<file path="src/rtl/dma_irq_pkg.sv">
package dma_irq_pkg;
  parameter int unsigned FLAG_ADDR = 0;
  parameter int unsigned EN_ADDR   = 1;
  parameter int unsigned LVL_BASE  = 2;
  parameter int unsigned NIB       = 4;
endpackage

</file>
<file path="src/rtl/dma_irq_regs.sv">
module dma_irq_regs
  import dma_irq_pkg::*;
#(
  parameter int unsigned N_CH    = 4,
  parameter int unsigned LVL_W   = 3,
  parameter int unsigned TRIG_CH = 2,
  parameter int unsigned ADDR_W  = 2
) (
  input  logic                        clk_i,
  input  logic                        rst_ni,
  input  logic [N_CH-1:0]             tc_i,
  input  logic                        we_i,
  input  logic [ADDR_W-1:0]           addr_i,
  input  logic [7:0]                  wdata_i,
  output logic [7:0]                  rdata_o,
  output logic [N_CH-1:0]             flag_o,
  output logic [N_CH-1:0]             en_o,
  output logic [TRIG_CH-1:0]          ten_o,
  output logic [N_CH-1:0][LVL_W-1:0]  lvl_o
);
  logic wr_flag, wr_en;
  assign wr_flag = we_i && (addr_i == ADDR_W'(FLAG_ADDR));
  assign wr_en   = we_i && (addr_i == ADDR_W'(EN_ADDR));

  always_ff @(posedge clk_i or negedge rst_ni) begin
    if (!rst_ni) begin
      flag_o <= '0;
      en_o   <= '0;
      ten_o  <= '0;
    end else begin
      // set beats clear
      flag_o <= (flag_o & ~(wr_flag ? wdata_i[N_CH-1:0] : '0)) | tc_i;
      if (wr_en) begin
        en_o  <= wdata_i[N_CH-1:0];
        ten_o <= wdata_i[N_CH +: TRIG_CH];
      end
    end
  end

  for (genvar i = 0; i < N_CH; i++) begin : g_lvl
    localparam int unsigned LA = LVL_BASE + i / 2;
    localparam int unsigned LB = (i % 2) * NIB;
    always_ff @(posedge clk_i or negedge rst_ni) begin
      if (!rst_ni) lvl_o[i] <= '0;
      else if (we_i && addr_i == ADDR_W'(LA)) lvl_o[i] <= wdata_i[LB +: LVL_W];
    end

    a_r4_set_wins: assert property (@(posedge clk_i) disable iff (!rst_ni)
      tc_i[i] |=> flag_o[i]);
    a_r3_w1c_clears: assert property (@(posedge clk_i) disable iff (!rst_ni)
      (wr_flag && wdata_i[i] && !tc_i[i]) |=> !flag_o[i]);
    a_r2_rise_has_cause: assert property (@(posedge clk_i) disable iff (!rst_ni)
      $rose(flag_o[i]) |-> $past(tc_i[i]));
  end

  always_comb begin
    rdata_o = '0;
    if (addr_i == ADDR_W'(FLAG_ADDR)) rdata_o[N_CH-1:0] = flag_o;
    if (addr_i == ADDR_W'(EN_ADDR)) rdata_o[N_CH+TRIG_CH-1:0] = {ten_o, en_o};
    for (int i = 0; i < N_CH; i++) begin
      if (addr_i == ADDR_W'(LVL_BASE + i / 2))
        rdata_o[(i % 2) * NIB +: LVL_W] = lvl_o[i];
    end
  end
endmodule

</file>
<file path="src/rtl/dma_irq_pick.sv">
module dma_irq_pick #(
  parameter int unsigned N_CH  = 4,
  parameter int unsigned LVL_W = 3,
  localparam int unsigned CH_W = $clog2(N_CH)
) (
  input  logic [N_CH-1:0]             cand_i,
  input  logic [N_CH-1:0][LVL_W-1:0]  lvl_i,
  output logic                        any_o,
  output logic [CH_W-1:0]             ch_o,
  output logic [LVL_W-1:0]            lvl_o
);
  // strict compare keeps the lower index on a tie
  always_comb begin
    any_o = 1'b0;
    ch_o  = '0;
    lvl_o = '0;
    for (int i = 0; i < N_CH; i++) begin
      if (cand_i[i] && (!any_o || lvl_i[i] > lvl_o)) begin
        any_o = 1'b1;
        ch_o  = CH_W'(i);
        lvl_o = lvl_i[i];
      end
    end
  end
endmodule

</file>
<file path="src/rtl/dma_irq_arbiter.sv">
module dma_irq_arbiter #(
  parameter int unsigned N_CH    = 4,
  parameter int unsigned LVL_W   = 3,
  parameter int unsigned TRIG_CH = 2,
  localparam int unsigned CH_W   = $clog2(N_CH),
  localparam int unsigned ADDR_W = $clog2(2 + (N_CH + 1) / 2)
) (
  input  logic                clk_i,
  input  logic                rst_ni,
  input  logic [N_CH-1:0]     tc_i,
  input  logic                reg_we_i,
  input  logic [ADDR_W-1:0]   reg_addr_i,
  input  logic [7:0]          reg_wdata_i,
  output logic [7:0]          reg_rdata_o,
  input  logic                cpu_ie_i,
  input  logic [LVL_W-1:0]    cpu_il_i,
  output logic                irq_req_o,
  output logic [CH_W-1:0]     irq_ch_o,
  output logic [LVL_W-1:0]    irq_lvl_o,
  output logic [TRIG_CH-1:0]  sec_trig_o
);
  logic [N_CH-1:0]            flag, en;
  logic [TRIG_CH-1:0]         ten;
  logic [N_CH-1:0][LVL_W-1:0] lvl;
  logic                       any;

  dma_irq_regs #(
    .N_CH(N_CH), .LVL_W(LVL_W), .TRIG_CH(TRIG_CH), .ADDR_W(ADDR_W)
  ) i_regs (
    .clk_i, .rst_ni, .tc_i,
    .we_i(reg_we_i), .addr_i(reg_addr_i), .wdata_i(reg_wdata_i),
    .rdata_o(reg_rdata_o),
    .flag_o(flag), .en_o(en), .ten_o(ten), .lvl_o(lvl)
  );

  dma_irq_pick #(.N_CH(N_CH), .LVL_W(LVL_W)) i_pick (
    .cand_i(flag & en), .lvl_i(lvl),
    .any_o(any), .ch_o(irq_ch_o), .lvl_o(irq_lvl_o)
  );

  assign irq_req_o = any && cpu_ie_i && (cpu_il_i < irq_lvl_o);

  always_ff @(posedge clk_i or negedge rst_ni) begin
    if (!rst_ni) sec_trig_o <= '0;
    else         sec_trig_o <= tc_i[TRIG_CH-1:0] & ten;
  end

  a_r8_req_gated: assert property (@(posedge clk_i) disable iff (!rst_ni)
    irq_req_o |-> (cpu_ie_i && cpu_il_i < irq_lvl_o));
  a_r9_no_level_zero: assert property (@(posedge clk_i) disable iff (!rst_ni)
    irq_req_o |-> (irq_lvl_o != '0));
  a_r7_winner_pending: assert property (@(posedge clk_i) disable iff (!rst_ni)
    irq_req_o |-> (flag[irq_ch_o] && en[irq_ch_o]));

  for (genvar t = 0; t < TRIG_CH; t++) begin : g_trig_chk
    a_r10_trig_cause: assert property (@(posedge clk_i) disable iff (!rst_ni)
      sec_trig_o[t] |-> $past(tc_i[t]));
  end
endmodule

</file>
<file path="config.mk">
export PLATFORM = sky130hd
export DESIGN_NAME = dma_irq_arbiter
export DESIGN_NICKNAME = d
export VERILOG_FILES = /design/src/rtl/dma_irq_pkg.sv /design/src/rtl/dma_irq_regs.sv /design/src/rtl/dma_irq_pick.sv /design/src/rtl/dma_irq_arbiter.sv
export SDC_FILE = /design/constraint.sdc
export NUM_CORES = 1
export LEC_CHECK = 0
export BUFFER_PORTS_ARGS = -buffer_cell sky130_fd_sc_hd__buf_2
export CAP_MARGIN = 10
export CORE_ASPECT_RATIO = 0.8
export CORE_MARGIN = 10
export CORE_UTILIZATION = 42
export DETAILED_ROUTE_END_ITERATION = 16
export REMOVE_ABC_BUFFERS = 1
export SLEW_MARGIN = 20
export SYNTH_ARGS = -nofsm -noshare
export SYNTH_HDL_FRONTEND = slang
export SYNTH_SLANG_ARGS = --single-unit
</file>
<file path="constraint.sdc">
create_clock -name clk_i -period 11.4 [get_ports clk_i]
set_input_delay 2.28 -clock clk_i [delete_from_list [all_inputs] [get_ports clk_i]]
set_output_delay 2.28 -clock clk_i [all_outputs]
set_load 0.1 [all_outputs]
</file>
==> results.toml, run 1 <==
[global_routing]
antenna_found_initial = 0
grt_max_degree = 25
grt.total_usage = 0.128
grt_pass1_vias = 1370
overflow = 0
grt_first_pass_wirelength_mm = 6.75

[power_and_ir_drop]
p_leak_nw = 0.862
power_frac_clock = 0.136
pwr-share-comb = 0.650
ir_drop_v = 0.000159
total_power_mw = 0.549
internal_power_mw = 0.239
p_switching_mw = 0.310
power.density_nw_per_um2 = 292
power.share.switching = 0.565
p_seq_frac = 0.214

[worst_setup_path]
reg2reg_from = "i_regs.en_o[0]"
end_kind = "output port"
worstSetupStartpointType = "flop"
path_max_fanout = 10
crit_required_ps = 9120
r2r_cells = 1
setup.worst_path.start = "i_regs.flag_o[0]"
r2r-end = "i_regs.en_o[0]"
r2r_setup_slack_ps = 10490
path_class = "reg -> out"
arrival_ps = 6210

[floorplanning]
core_area_um2 = 3750
ios = 37
die_w_um = 89.3
start_util = 0.429
dieArea_um2 = 6730
rows = 20
die_y_um = 75.4

[sta]
slew_headroom = 0.592
fin_tns_setup_ps = 0
final-max-slew-violation-count = 0
worst_pin_slew_ps = 610
rsz0062_at_grt = "false"
max_clock_freq_mhz = 118
setup_viol = 0
hold_violations = 0
skew_ps = 4.16
period_share = 0.745
period_minus_slack_ps = 8490

[layout]
syn2layout_area_growth_pct = 16.9
layout-drive-gt1-share = 0.385
diodes = 0
n_fill_cell = 354
nNetsFinal = 212
fin_util = 0.502

[route]
viasPerCell = 5.85
vias = 1305
first_pass_iters = 4
drc = 0
drt-met1-wl_mm = 1.82
routed_wl_mm = 4.16
wl_per_cell_um = 18.7
wl_met3_um = 167
drtIter0Drc = 78
postRouteAntennaNets = 0
maxUsedRoutingLayer = "met4"
route.met2.wl_mm = 2.17

[clock_network]
holdBufCountCts = 0
path_clk_slew_ps = 90
postCtsSetupRepairBufs = 0
cts_tree = "yes"
cts_sinks = 24
cts_buffers = 3
cts-root-buf = "clkbuf_8"
clk_latency_ps = 270
postCtsResizedCells = 0
clk_path_buf_depth = 2
cts.htree.levels = 1

[logic_synthesis]
seq_area_frac_synth = 0.373
synth_edf_count = 0
yosysUniqueCellTypes = 39
synth_cells = 145
synth_warnings = 0
synthesis.area_um2 = 1610
syn_area_per_cell_um2 = 11.1
synthFlopType = "dfrtp_1"
async_reset_ff_frac = 1.00
synth_seq_cells = 24

[hold_path]
min_to = "sec_trig_o[0]"
whs_path_depth = 1
hp-class = "reg -> reg"
worstHoldStart = "i_regs.ten_o[0]"

[job]
max_cap_viol_count = 0

[placed_design]
dp_hpwl_mm = 3.33
gp_congestion = 0.794
port_buffers = 34

[outcome]
outcome = "complete, no violations"
-- power by group through the flow --
stage | Sequential, mW | Clock, mW | Combinational [mW]
6_report | 0.117 | 0.0749 | 0.357
5_1_grt | 0.119 | 0.0786 | 0.381
4_1_cts | 0.117 | 0.0756 | 0.359
3_5_place_dp | 0.119 | 0 | 0.358
3_3_place_gp | 0.118 | 0 | 0.348
2_1_floorplan | 0.118 | 0 | 0.296
-- cells by family after synthesis --
family,count (synthesis),share of synthesized area
AND/OR/NAND/NOR,36,0.112
buffers and inverters,9,0.0264
adder cells (fa/ha/maj),11,0.0854
multiplexers,25,0.194
AO/OA/AOI/OAI,39,0.207
other,1,0.00233
flip-flops,24,0.373
-- sequential cells by signal, summed over array words and instances (netlist names) --
register	count
i_regs.lvl_o	12
i_regs.en_o	4
i_regs.flag_o	4
i_regs.ten_o	2
sec_trig_o	2
-- metrics by stage --
step | area [um^2] | cells | hold WS, ps | setup WS, ps
6_report | 1880 | 223 | 506 | 2910
3_5_place_dp | 1810 | 219 | 496 | 3260
3_3_place_gp | 1810 | 219 | 489 | 3510
5_1_grt | 1880 | 223 | 535 | 2460
2_1_floorplan | 1590 | 141 | 467 | 2280
4_1_cts | 1880 | 223 | 513 | 2940
-- cells in the final DEF (no fill, tap or decap), drive strengths merged --
| master | synthesis | final |
|---|---|---|
| mux2i | 2 | 2 |
| o21ai | 6 | 6 |
| nand3 | 6 | 6 |
| inv | 5 | 5 |
| and3 | 1 | 1 |
| a32o | 1 | 1 |
| clkbuf | 1 | 3 |
| and3b | 1 | 1 |
| o21bai | 2 | 2 |
| nand3b | 2 | 2 |
| ha | 11 | 11 |
| dfrtp | 24 | 24 |
| o211ai | 2 | 2 |
| bufinv | 0 | 1 |
| nor3b | 1 | 1 |
| a31oi | 1 | 1 |
| o21ba | 1 | 1 |
| a21oi | 4 | 4 |
| mux2 | 20 | 20 |
| and2 | 3 | 3 |
| a21o | 7 | 7 |
| nand2 | 14 | 14 |
| a22oi | 2 | 2 |
| mux4 | 3 | 3 |
| o22a | 3 | 3 |
| a22o | 3 | 3 |
| a221oi | 3 | 3 |
| nor2b | 3 | 3 |
| nor2 | 3 | 3 |
| nor3 | 1 | 1 |
| nand2b | 1 | 1 |
| conb | 1 | 1 |
| o32ai | 1 | 1 |
| o22ai | 3 | 3 |
| buf | 3 | 34 |
-- cell usage after synthesis (5+ instances only) --
master,instances,share of area
nand3_1,6,0.019
inv_1,5,0.012
a21o_1,7,0.033
mux2_2,20,0.14
o21ai_0,5,0.016
nand2_1,14,0.033
ha_1,11,0.085
dfrtp_1,24,0.37
-- area by class of cell --
class | count | area (um^2) | area share
Clock buffer | 3 | 41.3 | 0.0219
Timing Repair Buffer | 34 | 170 | 0.0903
Inverter | 5 | 18.8 | 0.00996
Clock inverter | 1 | 30.0 | 0.0159
Sequential cell | 24 | 601 | 0.319
Tap cell | 44 | 55.1 | 0.0292
Multi-Input combinational cell | 112 | 968 | 0.514
-- worst max-delay path by stage --
stage | end | slack, ps
2_1_floorplan | irq_req_o | 2280
3_3_place_gp | irq_req_o | 3510
3_5_place_dp | irq_req_o | 3260
4_1_cts | irq_req_o | 2940
5_1_grt | irq_req_o | 2460
6_report | irq_req_o | 2910
-- critical path: stages (launching register included) --
cell and delay [ps]:
dfrtp_1 530, nand3_1 120, ha_1 320, and3b_1 190, o21ai_2 200, a31oi_4 180
a22o_2 310, ha_1 270, a32o_1 280, a21oi_2 270, a221oi_4 70, o21bai_1 190
ha_1 290, nor2b_1 130, nor3_1 270, o22a_1 390, o21ai_0 180, o22a_1 190
ha_1 280, a21o_1 160, a21oi_1 210, o211ai_1 120, o32ai_1 280, buf_2 490
-- metal layers --
metal  vias to the layer above  global-route usage
met4                         0              0.0229
met1                       663               0.156
met3                         2              0.0299
met2                        23               0.228
li1                        617                   -
met5                         -                   0
Power figures use the tool's default switching activity.
==> run 2, diff against run 1 <==
Settings changed: PLACE_DENSITY set to 0.67.
Clock period 11.4 ns to 7.1 ns, I/O delays scaled along.
==> run 2 against run 1 <==
Global-route usage down 0.49 points. Flip-flop and latch count unchanged. Combinational power rose by 91%. Worst setup slack worse by 2800 ps. Die area is the same. Non-clock buffer count grew 16. Routed wire length up 4.2%. Largest cell class unchanged.
==> results.toml, run 2 (same netlist as run 1, synthesis figures left out) <==
[placed_design]
port_buffers = 34
placed_cells = 221
gp_congestion = 0.841
dp_hpwl_mm = 3.34

[sta]
skew_ps = 5.56
worst_pin_slew_ps = 628
period_share = 0.979
period_minus_slack_ps = 6950
hold_violations = 0
slew_headroom = 0.580
final-max-slew-violation-count = 0
max_clock_freq_mhz = 144
hold_slack_ps = 512
setup_viol = 0

[worst_setup_path]
r2r_setup_slack_ps = 6150
path_max_fanout = 7
crit_end = "irq_req_o"
reg2reg_from = "i_regs.lvl_o[2]"
setup.worst_path.start = "i_regs.flag_o[0]"
end_kind = "output port"
arrival_ps = 5530
r2r_cells = 2
r2r-end = "i_regs.lvl_o[2]"
path_class = "reg -> out"
crit_required_ps = 5680
worstSetupStartpointType = "flop"

[power_and_ir_drop]
ir_drop_v = 0.000241
power.density_nw_per_um2 = 455
p_leak_nw = 0.943
total_power_mw = 0.946

[layout]
final_cells = 238
seqCellArea_um2 = 606
syn2layout_area_growth_pct = 29.0
layout-drive-gt1-share = 0.500
multi_input_area_um2 = 1050
largest_reg_flops = 12
fin_util = 0.554
mostFrequentLayoutCell = "buf_2"
largest-register = "i_regs.lvl_o"
final_cell_mix = "buf_2, mux2_2, dfrtp_1"
nNetsFinal = 228
diodes = 0
reg.largest.list = "i_regs.lvl_o x12, i_regs.en_o x4, i_regs.flag_o x4"
n_fill_cell = 340

[clock_network]
clk_latency_ps = 260
holdBufCountCts = 0
path_clk_slew_ps = 80
cts_sinks = 24
cts.htree.levels = 1
clk_path_buf_depth = 2
cts_buffers = 3
cts-root-buf = "clkbuf_8"
cts_tree = "yes"

[global_routing]
grt_max_degree = 25
antenna_found_initial = 0
grt_first_pass_wirelength_mm = 6.55
grt_pass1_vias = 1407
grt.total_usage = 0.123
overflow = 0

[route]
postRouteAntennaNets = 0
vias = 1374
first_pass_iters = 4
wl_per_cell_um = 18.2
viasPerCell = 5.77
drtIter0Drc = 67
drc = 0
routed_wl_mm = 4.34

[outcome]
outcome = "complete, no violations"

[hold_path]
whs_path_depth = 1
hp-class = "reg -> reg"

[floorplanning]
start_util = 0.429
die_w_um = 89.3
rows = 20
dieArea_um2 = 6730
die_y_um = 75.4
core_area_um2 = 3750
ios = 37

[job]
max_cap_viol_count = 0
==> run 2: cell types whose count changed in the layout (fill, tap and decap cells not counted), sizes merged <==
cell,delta
buf,+16
bufinv,-1
==> run 2: cell type report <==
| cell class | instances | share of cell area |
|---|---|---|
| repair buffers | 50 | 0.147 |
| clock buffers | 3 | 0.0199 |
| inverters | 5 | 0.00903 |
| well taps | 44 | 0.0265 |
| flip-flops and latches | 24 | 0.291 |
| multi-input cells | 112 | 0.506 |
==> run 2: power by group <==
part	switching [mW]	leakage, nW	total [mW]	internal, mW
clock	0.0379	0.0216	0.0757	0.0378
sequential	0.0301	0.272	0.189	0.159
combinational	0.461	0.649	0.681	0.220
total	0.529	0.943	0.946	0.416
==> run 2: per-stage QoR <==
stage	cell area [um^2]	TNS, ps	worst slack, ps
floorplan	1590	-1160	-1160
global placement	1840	0	246
detailed placement	1840	0	28.6
CTS	1900	0	6.14
global route	2080	-86.7	-86.7
finish	2080	0	151
==> run 2: timing repair <==
item / CTS / global route
resized for setup: 4 / 14
setup endpoints to repair: 1 / 1
pin swaps: 1 / 5
buffers inserted: 0 / 14
==> run 2: layer usage <==
layer,track usage,vias to the layer above,share of wire
met4,0.0211,0,0.0055
met2,0.221,37,0.50
li1,-,654,-
met1,0.150,679,0.43
met5,0,-,0
met3,0.0267,4,0.057
==> run 2: worst min path at each step <==
stage,startpoint,end,slack (ps)
floorplan,i_regs.flag_o[1],i_regs.flag_o[1],470
global placement,i_regs.flag_o[2],i_regs.flag_o[2],490
detailed placement,i_regs.flag_o[2],i_regs.flag_o[2],500
CTS,i_regs.flag_o[2],i_regs.flag_o[2],510
global route,i_regs.flag_o[1],i_regs.flag_o[1],550
finish,i_regs.ten_o[1],sec_trig_o[1],510
==> run 2: critical path, cell delays in order (launching register included) <==
cell	delay [ps]
dfrtp_2	460
nand3_1	160
ha_4	230
a21o_1	200
o21ai_4	200
a31oi_4	140
a22o_2	290
ha_1	280
a32o_2	300
a21oi_4	270
a221oi_4	70
o21bai_1	180
ha_1	310
nor2b_1	180
nor3_2	70
o22a_2	270
buf_4	160
o22a_1	190
ha_1	290
a21o_1	170
a21oi_2	180
o211ai_1	120
o32ai_2	330
buf_12	220
